--- src/rtl/phy_creg_pkg.sv ---
package phy_creg_pkg;

  // Opcode on the PHY-side port; the index of a command bit equals its opcode.
  typedef enum logic [1:0] {
    OP_CAP_ADDR = 2'd0,
    OP_CAP_DATA = 2'd1,
    OP_READ     = 2'd2,
    OP_WRITE    = 2'd3
  } creg_op_e;

  localparam int unsigned NCMD   = 4;
  localparam int unsigned OP_W   = 2;
  localparam int unsigned IDX_RD = 2;

endpackage

--- src/rtl/creg_rst_sync.sv ---
module creg_rst_sync #(
  parameter int unsigned STAGES = 2
) (
  input  logic clk,
  input  logic rst_n,
  output logic rst_s_n
);

  logic [STAGES-1:0] shift_q;
  logic [STAGES-1:0] shift_d;

  always_comb begin
    shift_d = {shift_q[STAGES-2:0], 1'b1};
  end

  always_ff @(posedge clk or negedge rst_n) begin
    if (!rst_n) begin
      shift_q <= '0;
    end else begin
      shift_q <= shift_d;
    end
  end

  assign rst_s_n = shift_q[STAGES-1];

endmodule

--- src/rtl/creg_host_regs.sv ---
module creg_host_regs
  import phy_creg_pkg::*;
#(
  parameter int unsigned ADDR_W = 8,
  parameter int unsigned HOST_W = 32,
  parameter int unsigned PHY_W  = 16,
  parameter logic [ADDR_W-1:0] OFF_DIN  = 8'h3C,
  parameter logic [ADDR_W-1:0] OFF_DOUT = 8'h40,
  parameter logic [ADDR_W-1:0] OFF_CAPA = 8'h44,
  parameter logic [ADDR_W-1:0] OFF_CAPD = 8'h48,
  parameter logic [ADDR_W-1:0] OFF_RD   = 8'h4C,
  parameter logic [ADDR_W-1:0] OFF_WR   = 8'h50
) (
  input  logic              clk,
  input  logic              rst_n,
  input  logic              wr_en,
  input  logic [ADDR_W-1:0] addr,
  input  logic [HOST_W-1:0] wdata,
  output logic [HOST_W-1:0] rdata,
  input  logic [NCMD-1:0]   cmd_q,
  input  logic              rd_done,
  input  logic [PHY_W-1:0]  phy_rdata,
  output logic [NCMD-1:0]   cmd_hit,
  output logic [PHY_W-1:0]  din_q,
  output logic [PHY_W-1:0]  dout_q
);

  // Command offsets indexed by opcode.
  localparam logic [NCMD-1:0][ADDR_W-1:0] CMD_OFF = {OFF_WR, OFF_RD, OFF_CAPD, OFF_CAPA};

  logic             din_en;
  logic [PHY_W-1:0] din_d;
  logic             dout_en;
  logic [PHY_W-1:0] dout_d;
  logic             unused_hi;

  assign unused_hi = ^wdata[HOST_W-1:PHY_W];

  // Command strobe decode, one per command register.
  for (genvar g = 0; g < NCMD; g++) begin : g_hit
    assign cmd_hit[g] = wr_en && (addr == CMD_OFF[g]) && wdata[0];
  end

  always_comb begin
    din_en  = wr_en && (addr == OFF_DIN);
    din_d   = wdata[PHY_W-1:0];
    dout_en = rd_done;
    dout_d  = phy_rdata;
  end

  always_ff @(posedge clk or negedge rst_n) begin
    if (!rst_n) begin
      din_q <= '0;
    end else if (din_en) begin
      din_q <= din_d;
    end
  end

  always_ff @(posedge clk or negedge rst_n) begin
    if (!rst_n) begin
      dout_q <= '0;
    end else if (dout_en) begin
      dout_q <= dout_d;
    end
  end

  // Read-back multiplexer.
  always_comb begin
    rdata = '0;
    if (addr == OFF_DIN) begin
      rdata[PHY_W-1:0] = din_q;
    end
    if (addr == OFF_DOUT) begin
      rdata[PHY_W-1:0] = dout_q;
    end
    for (int i = 0; i < NCMD; i++) begin
      if (addr == CMD_OFF[i]) begin
        rdata[0] = cmd_q[i];
      end
    end
  end

endmodule

--- src/rtl/creg_cmd_seq.sv ---
module creg_cmd_seq
  import phy_creg_pkg::*;
(
  input  logic            clk,
  input  logic            rst_n,
  input  logic [NCMD-1:0] cmd_hit,
  input  logic            phy_ack,
  output logic [NCMD-1:0] cmd_q,
  output logic            accept,
  output logic            ack_take,
  output logic            rd_done,
  output logic            err_q
);

  logic            busy;
  logic            any_hit;
  logic [NCMD-1:0] cmd_d;
  logic            err_d;

  always_comb begin
    busy     = |cmd_q;
    any_hit  = |cmd_hit;
    ack_take = busy && phy_ack;
    accept   = !busy && any_hit;
    rd_done  = ack_take && cmd_q[IDX_RD];
    err_d    = err_q | (busy && any_hit);
  end

  // One command flop per opcode.
  for (genvar g = 0; g < NCMD; g++) begin : g_cmd
    always_comb begin
      if (ack_take) begin
        cmd_d[g] = 1'b0;
      end else if (accept) begin
        cmd_d[g] = cmd_hit[g];
      end else begin
        cmd_d[g] = cmd_q[g];
      end
    end

    always_ff @(posedge clk or negedge rst_n) begin
      if (!rst_n) begin
        cmd_q[g] <= 1'b0;
      end else begin
        cmd_q[g] <= cmd_d[g];
      end
    end
  end

  always_ff @(posedge clk or negedge rst_n) begin
    if (!rst_n) begin
      err_q <= 1'b0;
    end else begin
      err_q <= err_d;
    end
  end

endmodule

--- src/rtl/creg_phy_port.sv ---
module creg_phy_port
  import phy_creg_pkg::*;
#(
  parameter int unsigned PHY_W = 16
) (
  input  logic             clk,
  input  logic             rst_n,
  input  logic             accept,
  input  logic             ack_take,
  input  logic [NCMD-1:0]  cmd_hit,
  input  logic [PHY_W-1:0] din_q,
  output logic             phy_req,
  output logic [OP_W-1:0]  phy_op,
  output logic [PHY_W-1:0] phy_wdata
);

  logic             req_d;
  logic [OP_W-1:0]  op_d;
  logic             load_en;

  always_comb begin
    load_en = accept;
    op_d    = '0;
    for (int i = 0; i < NCMD; i++) begin
      if (cmd_hit[i]) begin
        op_d = OP_W'(i);
      end
    end
    if (ack_take) begin
      req_d = 1'b0;
    end else if (accept) begin
      req_d = 1'b1;
    end else begin
      req_d = phy_req;
    end
  end

  always_ff @(posedge clk or negedge rst_n) begin
    if (!rst_n) begin
      phy_req <= 1'b0;
    end else begin
      phy_req <= req_d;
    end
  end

  // Launch copy: opcode and word frozen for the life of the request.
  always_ff @(posedge clk or negedge rst_n) begin
    if (!rst_n) begin
      phy_op    <= '0;
      phy_wdata <= '0;
    end else if (load_en) begin
      phy_op    <= op_d;
      phy_wdata <= din_q;
    end
  end

endmodule

--- src/rtl/phy_creg_bridge.sv ---
module phy_creg_bridge
  import phy_creg_pkg::*;
#(
  parameter int unsigned ADDR_W = 8,
  parameter int unsigned HOST_W = 32,
  parameter int unsigned PHY_W  = 16
) (
  input  logic              clk,
  input  logic              rst_n,
  input  logic              host_wr_en,
  input  logic [ADDR_W-1:0] host_addr,
  input  logic [HOST_W-1:0] host_wdata,
  output logic [HOST_W-1:0] host_rdata,
  output logic              phy_req,
  output logic [OP_W-1:0]   phy_op,
  output logic [PHY_W-1:0]  phy_wdata,
  input  logic              phy_ack,
  input  logic [PHY_W-1:0]  phy_rdata,
  output logic              cmd_err
);

  logic            rst_s_n;
  logic [NCMD-1:0] cmd_hit;
  logic [NCMD-1:0] cmd_q;
  logic            accept;
  logic            ack_take;
  logic            rd_done;
  logic [PHY_W-1:0] din_q;
  logic [PHY_W-1:0] dout_q;

  creg_rst_sync #(.STAGES(2)) rst_sync_i (
    .clk     (clk),
    .rst_n   (rst_n),
    .rst_s_n (rst_s_n)
  );

  creg_host_regs #(
    .ADDR_W (ADDR_W),
    .HOST_W (HOST_W),
    .PHY_W  (PHY_W)
  ) regs_i (
    .clk       (clk),
    .rst_n     (rst_s_n),
    .wr_en     (host_wr_en),
    .addr      (host_addr),
    .wdata     (host_wdata),
    .rdata     (host_rdata),
    .cmd_q     (cmd_q),
    .rd_done   (rd_done),
    .phy_rdata (phy_rdata),
    .cmd_hit   (cmd_hit),
    .din_q     (din_q),
    .dout_q    (dout_q)
  );

  creg_cmd_seq seq_i (
    .clk      (clk),
    .rst_n    (rst_s_n),
    .cmd_hit  (cmd_hit),
    .phy_ack  (phy_ack),
    .cmd_q    (cmd_q),
    .accept   (accept),
    .ack_take (ack_take),
    .rd_done  (rd_done),
    .err_q    (cmd_err)
  );

  creg_phy_port #(.PHY_W(PHY_W)) port_i (
    .clk       (clk),
    .rst_n     (rst_s_n),
    .accept    (accept),
    .ack_take  (ack_take),
    .cmd_hit   (cmd_hit),
    .din_q     (din_q),
    .phy_req   (phy_req),
    .phy_op    (phy_op),
    .phy_wdata (phy_wdata)
  );

endmodule

--- config.mk ---
export PLATFORM = sky130hd
export DESIGN_NAME = phy_creg_bridge
export DESIGN_NICKNAME = d
export VERILOG_FILES = /design/src/rtl/phy_creg_pkg.sv /design/src/rtl/creg_rst_sync.sv /design/src/rtl/creg_host_regs.sv /design/src/rtl/creg_cmd_seq.sv /design/src/rtl/creg_phy_port.sv /design/src/rtl/phy_creg_bridge.sv
export SDC_FILE = /design/constraint.sdc
export NUM_CORES = 1
export LEC_CHECK = 0
export ABC_AREA = 1
export CAP_MARGIN = 25
export CORE_ASPECT_RATIO = 0.8
export CORE_UTILIZATION = 24
export CTS_BUF_LIST = sky130_fd_sc_hd__clkbuf_4 sky130_fd_sc_hd__clkbuf_8
export DETAILED_ROUTE_END_ITERATION = 8
export GPL_ROUTABILITY_DRIVEN = 0
export PLACE_DENSITY_LB_ADDON = 0.08
export SETUP_SLACK_MARGIN = 0.1
export SLEW_MARGIN = 10
export SYNTH_ARGS = -nofsm -noshare
export SYNTH_HDL_FRONTEND = slang
export SYNTH_SLANG_ARGS = --single-unit
--- constraint.sdc ---
create_clock -name clk -period 1.9 [get_ports clk]
set_input_delay 0.38 -clock clk [delete_from_list [all_inputs] [get_ports clk]]
set_output_delay 0.38 -clock clk [all_outputs]
set_load 0.02 [all_outputs]
==> impl_metrics.toml, run 1 <==
[clocking]
clockRootBuffer = "clkbuf_8"
clkSinkCount = 58
cts_tree = "yes"
clk_path_buf_depth = 2
clock_latency_ns = 0.34
path_clk_slew_ns = 0.06
htree_levels = 3
numCtsBuffers = 9

[global_routing]
antenna_found_initial = 0
gr-total-overflow = 0
grt_max_degree = 57
grt_pass1_vias = 2362
grt_pass1_wl_um = 12140
track_usage_pct = 13.69

[power]
peakVddDrop_v = 0.0003601
total_leakage_power_uw = 0.002139
powerDensity_nw_per_um2 = 713.2
total_power_uw = 3024

[floorplan]
num_io_pins = 112
die_w_um = 121.2
core_area_sq_um = 10980
num_rows = 34
die_y_um = 97.40
dieArea_sq_um = 11810
initial_utilization_pct = 24.87

[sta]
max_freq_mhz = 569.7
final_hold_viol_count = 0
setup_viol_count_final = 0
fin_ws_ns = 0.1447
clock_skew_ns = 0.009273
rsz0062_at_grt = "false"
period_needed_ns = 1.755
slew_viol_final = 0
period_share_pct = 92.39

[logic_synthesis]
synth-main-ff-cell = "dfrtp_1"
ys_types = 29
ys_seq_elements = 58
yosysSeqAreaShare_pct = 53.16
synth_area_leaders = "dfrtp_1 53%, nand2_1 7.4%, mux2_4 5.5%"
synth.avg_cell_area_sq_um = 9.414
synth_top_cell_area_share_pct = 53.16
synth_area_sq_um = 2730
synth_cells = 290
ys_warn_count = 0
synth-edff-count = 0
async_flop_share_pct = 100.0
yosysTopAreaCell = "dfrtp_1"

[placement]
hpwl_um = 4949
dpl.cell_count = 521
placed_area_sq_um = 3775
pre_cts_ws_ns = -0.8969
numPortBuffers = 79

[finish]
regArea_sq_um = 1453
fin_cells = 544
num_antenna_cells = 0
final_common_cell = "dfrtp_1"
mostFrequentLayoutCells = "57 x dfrtp_1, 55 x clkdlybuf4s50_1, 41 x nand2_1, 24 x inv_1, 22 x buf_4"
multi_input_area_sq_um = 1235
drive_gt1_share_pct = 35.00
fin_nets = 455
syn2layout_area_growth_pct = 55.32
final_util_pct = 38.63
fillers = 1117
final_area_sq_um = 4240

[worst_setup_path]
worstPathMaxFanout = 7
critPathCaptureType = "primary output"
crit_chain = "buf_2, inv_2, nand2_4, nor2_4, and2_4, inv_6, buf_16, o21ai_4, buf_6"
slowest_delay_ns = 0.18
cp-start-kind = "input pin"
crit_slowest_cell = "and2_4"
critical_path_class = "in2out"
cp.required_ns = 1.52
worstPathArrival_ns = 1.38

[route]
drc = 0
via_per_inst = 4.079
drtIter0Drc = 97
wire_per_inst_um = 13.63
vias = 2219
wirelength_um = 7417
postRouteAntennaNets = 0
first_pass_iters = 4

[min_path]
hp-class = "in2async"

[run]
cap_violations = 0

[status]
status = "finished clean"
final timing paths:
| path | from | endpoint | slack (ns) | cells past startpoint |
|---|---|---|---|---|
| worst max register to register | seq_i.cmd_q[2]$_DFFE_PN0P_ | regs_i.dout_q[2]$_DFFE_PN0P_ | 0.23 | 6 |
| max in group asynchronous | rst_sync_i.shift_q[1]$_DFF_PN0_ | seq_i.err_q$_DFF_PN0_ | 1.38 | 1 |
| min in group clk | rst_sync_i.shift_q[0]$_DFF_PN0_ | rst_sync_i.shift_q[1]$_DFF_PN0_ | 0.35 | 0 |
| worst min register to register | rst_sync_i.shift_q[1]$_DFF_PN0_ | port_i.phy_wdata[5]$_DFFE_PN0P_ | 0.26 | 1 |
| worst max-delay path | host_addr[0] | host_rdata[14] | 0.14 | 9 |
| worst min-delay path | rst_n | rst_sync_i.shift_q[0]$_DFF_PN0_ | 0.20 | 1 |
report_power, final:
part	internal, uW	total (uW)	switching, uW
registers	1320	1360	44.0
logic	248	520	272
clock network	661	1140	480
timing repair:
action | 4_1_cts | 5_1_grt
endpoints found under the setup margin | 16 | 16
pin swaps | 14 | 8
buffers inserted | 7 | 0
hold buffers | 0 | 0
cloned | 1 | 0
gates resized for setup | 192 | 21
per-layer routing:
metal / global-route usage, % / part of all wire (%) / vias up
met1: 18.20 / 50 / 1039
met5: 0 / 0 / -
li1: - / - / 1103
met4: 4.274 / 1.2 / 0
met3: 4.871 / 5.9 / 11
met2: 20.62 / 43 / 66
state kept, by name, indices dropped and copies added, names as in the netlist:
name / flops
regs_i.din_q: 16
rst_sync_i.shift_q: 2
port_i.phy_op: 2
seq_i.cmd_q: 4
port_i.phy_wdata: 16
port_i.phy_req: 1
seq_i.err_q: 1
regs_i.dout_q: 16
Yosys cell counts, types with 3 or more instances:
cell type / number
a21oi_1: 15
buf_2: 5
buf_4: 16
buf_6: 3
dfrtp_1: 58
inv_1: 28
mux2_2: 6
mux2_4: 10
nand2_1: 54
nand2_2: 4
nand3_1: 15
nand4_1: 3
nor2_1: 22
o21ai_0: 28
o21ai_2: 4
critical path, delay by kind of cell:
| kind | cells | cell delay (ns) |
|---|---|---|
| AND/OR/NAND/NOR | 3 | 0.34 |
| AO/OA/AOI/OAI | 1 | 0.16 |
| buffers and inverters | 5 | 0.48 |
cells by family (layout without fill, tap and decap cells):
logic type             after synthesis  in the layout  synth area share, %
AND/OR/NAND/NOR                    107            107                17.51
AO/OA/AOI/OAI                       49             49                9.761
multiplexers                        16             16                7.974
buffers and inverters               58            153                11.32
other                                2             17               0.2751
flip-flops                          58             58                53.16
final cells by class:
class,instances,area share (%)
clock buffers,13,3.629
repair buffers,106,24.90
flip-flops and latches,58,34.26
well taps,144,4.249
inverters,31,2.892
multi-input cells,189,29.12
clock inverters,3,0.9442
metrics by stage:
step                hold slack, ns  TNS (ns)
floorplan                  0.08441   -0.1593
global placement            0.2841    -16.41
detailed placement          0.2817    -16.61
CTS                         0.1855         0
global route                0.1891         0
finish                      0.2049         0
(Power assumes the default switching activity.)
==> inputs of run 2 (changes only) <==
--- a/config.mk
+++ b/config.mk
@@ -8,7 +8,7 @@
 export ABC_AREA = 1
 export CAP_MARGIN = 25
 export CORE_ASPECT_RATIO = 0.8
-export CORE_UTILIZATION = 24
+export CORE_UTILIZATION = 44
 export CTS_BUF_LIST = sky130_fd_sc_hd__clkbuf_4 sky130_fd_sc_hd__clkbuf_8
 export DETAILED_ROUTE_END_ITERATION = 8
 export GPL_ROUTABILITY_DRIVEN = 0
==> run 2 against run 1 <==
  * Critical path depth rose by 2
  * Routed wire length shrank 13%
  * Power increased by 3.1%
  * Worst hold slack got worse by 0.081 ns
  * Clock-buffer cell count decreased by 2
  * Die area is 45% lower
  * Final cell count shrank 11%
  * Sequential power about the same
  * Maximum frequency shrank 2.9%
  * Global-route usage up 7.1 points
  * Critical path type unchanged
  * Largest power group unchanged
  * Highest routed layer unchanged
==> impl_metrics.toml, run 2 (synthesis results as in run 1) <==
[clocking]
clk_path_buf_depth = 2
cts_tree = "yes"
clkSinkCount = 58
cts_hold_buffers = 0
clock_latency_ns = 0.33
htree_levels = 3
clockRootBuffer = "clkbuf_8"
path_clk_slew_ns = 0.06
numCtsBuffers = 9

[finish]
final_util_pct = 68.72
drive_gt1_share_pct = 33.17
final_area_sq_um = 4084
final_common_cell = "dfrtp_1"
multi_input_area_sq_um = 1116
num_antenna_cells = 0
regArea_sq_um = 1453
reg_top3 = "port_i.phy_wdata (16), regs_i.din_q (16), regs_i.dout_q (16)"
fin_nets = 459
fillers = 482
syn2layout_area_growth_pct = 49.59
mostFrequentLayoutCells = "57 x dfrtp_1, 55 x clkdlybuf4s50_1, 42 x nand2_1, 30 x buf_4, 23 x inv_1"

[floorplan]
die_y_um = 72.46
dieArea_sq_um = 6526
num_io_pins = 112
initial_utilization_pct = 45.94
die_w_um = 90.07
num_rows = 25
core_area_sq_um = 5943

[worst_setup_path]
r2r_setup_slack_ns = 0.35
timing.rr.start = "seq_i.cmd_q[2]$_DFFE_PN0P_"
critPathCaptureType = "primary output"
worstReg2RegEnd = "regs_i.dout_q[14]$_DFFE_PN0P_"
cp-startpoint = "host_addr[4]"
cp-start-kind = "input pin"
reg2reg_depth = 7
worstPathMaxFanout = 6
critical_path_class = "in2out"
worstPathArrival_ns = 1.43
cp.required_ns = 1.52

[placement]
hpwl_um = 4254
numPortBuffers = 79
pre_cts_ws_ns = -0.8194
placed_area_sq_um = 3721

[sta]
final_hold_viol_count = 0
clock_skew_ns = 0.005400
max_freq_mhz = 553.1
period_share_pct = 95.16
hold_ws_ns = 0.1241
slew_viol_final = 0
fin_ws_ns = 0.09199
period_needed_ns = 1.808
rsz0062_at_grt = "true"
setup_viol_count_final = 0

[route]
wire_per_inst_um = 13.27
via_per_inst = 4.625
first_pass_iters = 4
wirelength_um = 6436
vias = 2243
drc = 0
postRouteAntennaNets = 0
drtIter0Drc = 100

[global_routing]
grt_max_degree = 49
grt_pass1_vias = 2118
grt_pass1_wl_um = 10350
gr-total-overflow = 0
antenna_found_initial = 0
track_usage_pct = 20.79

[status]
status = "finished clean"

[power]
peakVddDrop_v = 0.0006242
seqPwrFrac_pct = 43.7
powerDensity_nw_per_um2 = 763.5
intPower_uw = 2333
combPwrFrac_pct = 16.4
p_sw_uw = 785.0
switching_share_pct = 25.17
clkPwrFrac_pct = 39.9
total_leakage_power_uw = 0.002135

[run]
cap_violations = 0

[min_path]
hp-class = "reg2async"
## run 2: changes by cell type in the layout (fill, tap and decap cells not counted), moves of 2 or more
cell	change
buf_6	-8
o21ai_4	-9
buf_4	+8
inv_2	+2
buf_12	+3
clkbuf_4	-2
o21ai_1	+9
## run 2: power groups by stage
stage                     Sequential, uW  Combinational (uW)  Clock, uW
after floorplan                     1470                 161          0
after global placement              1380                 495          0
after detailed placement            1390                 501          0
after CTS                           1360                 509       1270
after global routing                1380                 549       1320
final                               1360                 511       1240
## run 2: timing repair
item,4_1_cts,5_1_grt
pin swaps,10,10
cloned,1,0
buffers inserted,10,0
endpoints found under the setup margin,16,16
gates resized for setup,159,25
## run 2: cell type report
type	count	area share (%)
Tap cell	81	2.482
Multi-Input combinational cell	189	27.33
Sequential cell	58	35.57
Timing Repair Buffer	110	26.41
Clock inverter	5	1.930
Inverter	31	2.880
Clock buffer	11	3.401
## run 2: how the worst max path moves through the flow
stage / slack [ns] / endpoint
after floorplan: -0.02 / host_rdata[10]
after global placement: -0.82 / host_rdata[1]
after detailed placement: -0.82 / host_rdata[6]
after CTS: 0.06 / host_rdata[13]
after global routing: 0.01 / host_rdata[5]
final: 0.09 / host_rdata[5]
## run 2: per-stage QoR
stage	total power, uW	std cells	setup TNS (ns)
finish	3118	485	0
global route	3249	485	0
floorplan	1636	305	-0.1593
CTS	3144	486	0
detailed placement	1886	459	-16.24
global placement	1879	459	-14.70
## run 2: critical path, stage by stage
cell     delay (ns)
buf_6          0.09
buf_6          0.10
inv_2          0.04
nand2_2        0.05
nor2_4         0.08
and2_4         0.19
buf_6          0.11
buf_12         0.12
nand2_2        0.04
o21ai_1        0.07
buf_4          0.15
## run 2: metal layers
layer / up-vias / track usage [%] / share of wire, %
li1: 1115 / - / -
met1: 1040 / 28.60 / 47
met2: 78 / 30.79 / 45
met3: 10 / 6.918 / 7.1
met4: 0 / 7.706 / 1.4
met5: - / 0 / 0
==> inputs of run 3 (changes only) <==
--- a/config.mk
+++ b/config.mk
@@ -7,7 +7,6 @@
 export LEC_CHECK = 0
 export ABC_AREA = 1
 export CAP_MARGIN = 25
-export CORE_ASPECT_RATIO = 0.8
 export CORE_UTILIZATION = 44
 export CTS_BUF_LIST = sky130_fd_sc_hd__clkbuf_4 sky130_fd_sc_hd__clkbuf_8
 export DETAILED_ROUTE_END_ITERATION = 8
==> run 3 against run 2 <==
  * Final area up 1.0%
  * Sequential share of layout area fell by 0.36 points
  * First-iteration DRC count fell by 8.0%
==> impl_metrics.toml, run 3 (synthesis results as in run 1) <==
[placement]
pre_cts_ws_ns = -0.9286
numPortBuffers = 79
hpwl_um = 4035
dpl.cell_count = 449

[min_path]
hp-class = "in2async"

[finish]
fin_nets = 456
final_common_cell = "dfrtp_1"
syn2layout_area_growth_pct = 51.10
drive_gt1_share_pct = 33.67
num_antenna_cells = 0
reg_top3 = "port_i.phy_wdata (16), regs_i.din_q (16), regs_i.dout_q (16)"
final_util_pct = 69.26
mostFrequentLayoutCells = "57 x dfrtp_1, 55 x clkdlybuf4s50_1, 44 x nand2_1, 25 x inv_1"
fin_cells = 476

[worst_setup_path]
crit_chain = "buf_6, inv_4, nand2_4, nor2_4, and2_4, clkinvlp_4, buf_6, o21ai_2, buf_6"
worstReg2RegEnd = "regs_i.dout_q[4]$_DFFE_PN0P_"
crit_slowest_cell = "buf_6"
timing.rr.start = "seq_i.cmd_q[2]$_DFFE_PN0P_"
r2r_setup_slack_ns = 0.28
cp-start-kind = "input pin"
critPathCaptureType = "primary output"
slowest_delay_ns = 0.19
cp-endpoint = "host_rdata[12]"
cp-startpoint = "host_addr[1]"
worstPathArrival_ns = 1.46
cp.required_ns = 1.52
reg2reg_depth = 6
worstPathMaxFanout = 5
critical_path_class = "in2out"
crit_top_cell = "buf_6"

[sta]
hold_ws_ns = 0.2150
period_share_pct = 96.83
rsz0062_at_grt = "true"
max_freq_mhz = 543.5
setup_viol_count_final = 0
period_needed_ns = 1.840
tns_ns = 0
final_hold_viol_count = 0
clock_skew_ns = 0.007697
fin_ws_ns = 0.06018
slew_viol_final = 0

[power]
powerDensity_nw_per_um2 = 726.1
intPower_uw = 2204
combPwrFrac_pct = 17.6
peakVddDrop_v = 0.0006930
p_sw_uw = 791.1
switching_share_pct = 26.41
seqPwrFrac_pct = 45.5
total_leakage_power_uw = 0.002122
clkPwrFrac_pct = 36.9

[global_routing]
track_usage_pct = 21.24
gr-total-overflow = 0
grt_pass1_wl_um = 10160
antenna_found_initial = 0
grt_max_degree = 57
grt_pass1_vias = 2036

[clocking]
numCtsBuffers = 9
clockRootBuffer = "clkbuf_8"
path_clk_slew_ns = 0.06
htree_levels = 3
clk_path_buf_depth = 2
clkSinkCount = 58
clock_latency_ns = 0.32
cts_tree = "yes"

[route]
vias = 2250
drtIter0Drc = 92
first_pass_iters = 4
drc = 0
wirelength_um = 6475
via_per_inst = 4.727
wire_per_inst_um = 13.60
postRouteAntennaNets = 0

[floorplan]
core_area_sq_um = 5956
initial_utilization_pct = 45.84
num_io_pins = 112
num_rows = 28
die_w_um = 80.77
die_y_um = 80.77
dieArea_sq_um = 6524

[status]
status = "finished clean"

[run]
cap_violations = 0
## run 3: cell types whose count changed in the layout (fill, tap and decap cells not counted), moves of 3 or more
cell        before  now
buf_6           10   22
o21ai_1          9    0
buf_4           30   22
o21ai_2          8   14
inv_2            7    2
buf_12           7    3
clkinvlp_4       0    3
nand2_2         16   13
nor2_2           3    0
o21ai_4          2    5
## run 3: worst min path at each step
stage | from | end | slack (ns) | cells past startpoint
global route | rst_n | rst_sync_i.shift_q[0]$_DFF_PN0_ | 0.20 | 1
CTS | rst_n | rst_sync_i.shift_q[0]$_DFF_PN0_ | 0.20 | 1
floorplan | rst_n | rst_sync_i.shift_q[0]$_DFF_PN0_ | 0.08 | 0
detailed placement | rst_sync_i.shift_q[1]$_DFF_PN0_ | regs_i.dout_q[5]$_DFFE_PN0P_ | 0.27 | 1
global placement | rst_sync_i.shift_q[1]$_DFF_PN0_ | regs_i.dout_q[5]$_DFFE_PN0P_ | 0.27 | 1
finish | rst_n | rst_sync_i.shift_q[0]$_DFF_PN0_ | 0.21 | 1
## run 3: critical path: cells and delay by family
family / cells / cell delay (ns)
buffers and inverters: 5 / 0.62
and+or+nand+nor: 3 / 0.31
AOI/OAI and AO/OA: 1 / 0.12
## run 3: layout make-up
| type | count | area (sq um) |
|---|---|---|
| Sequential cell | 58 | 1453 |
| Tap cell | 75 | 93.84 |
| Clock inverter | 5 | 55.05 |
| Timing Repair Buffer | 107 | 1081 |
| Inverter | 31 | 126.4 |
| Clock buffer | 11 | 138.9 |
| Fill cell | 486 | 1831 |
| Multi-Input combinational cell | 189 | 1177 |
## run 3: stage by stage
step | total power, uW | cell area, sq um
6_report | 2995 | 4125
5_1_grt | 3146 | 4125
4_1_cts | 3010 | 4048
3_5_place_dp | 1889 | 3654
3_3_place_gp | 1880 | 3654
2_1_floorplan | 1636 | 2786
## run 3: repair_timing
action | in CTS | in global routing
gates cloned | 2 | 0
resized for setup | 192 | 17
pin swaps | 12 | 9
buffers inserted | 8 | 2
setup endpoints to repair | 16 | 16
hold buffers | 0 | 0
## run 3: power by group through the flow
| stage | logic (uW) | clock network [uW] | registers [uW] |
|---|---|---|---|
| floorplan | 161 | 0 | 1470 |
| global placement | 497 | 0 | 1380 |
| detailed placement | 504 | 0 | 1380 |
| CTS | 524 | 1120 | 1360 |
| global route | 572 | 1200 | 1370 |
| finish | 526 | 1110 | 1360 |
## run 3: metal layers
layer	global-route usage, %	wire [um]	up-vias	part of all wire [%]
li1	-	-	1105	-
met1	30.02	3017	1058	47
met2	31.36	2966	77	46
met3	4.944	407	10	6.3
met4	8.929	84	0	1.3
met5	0	0	-	0
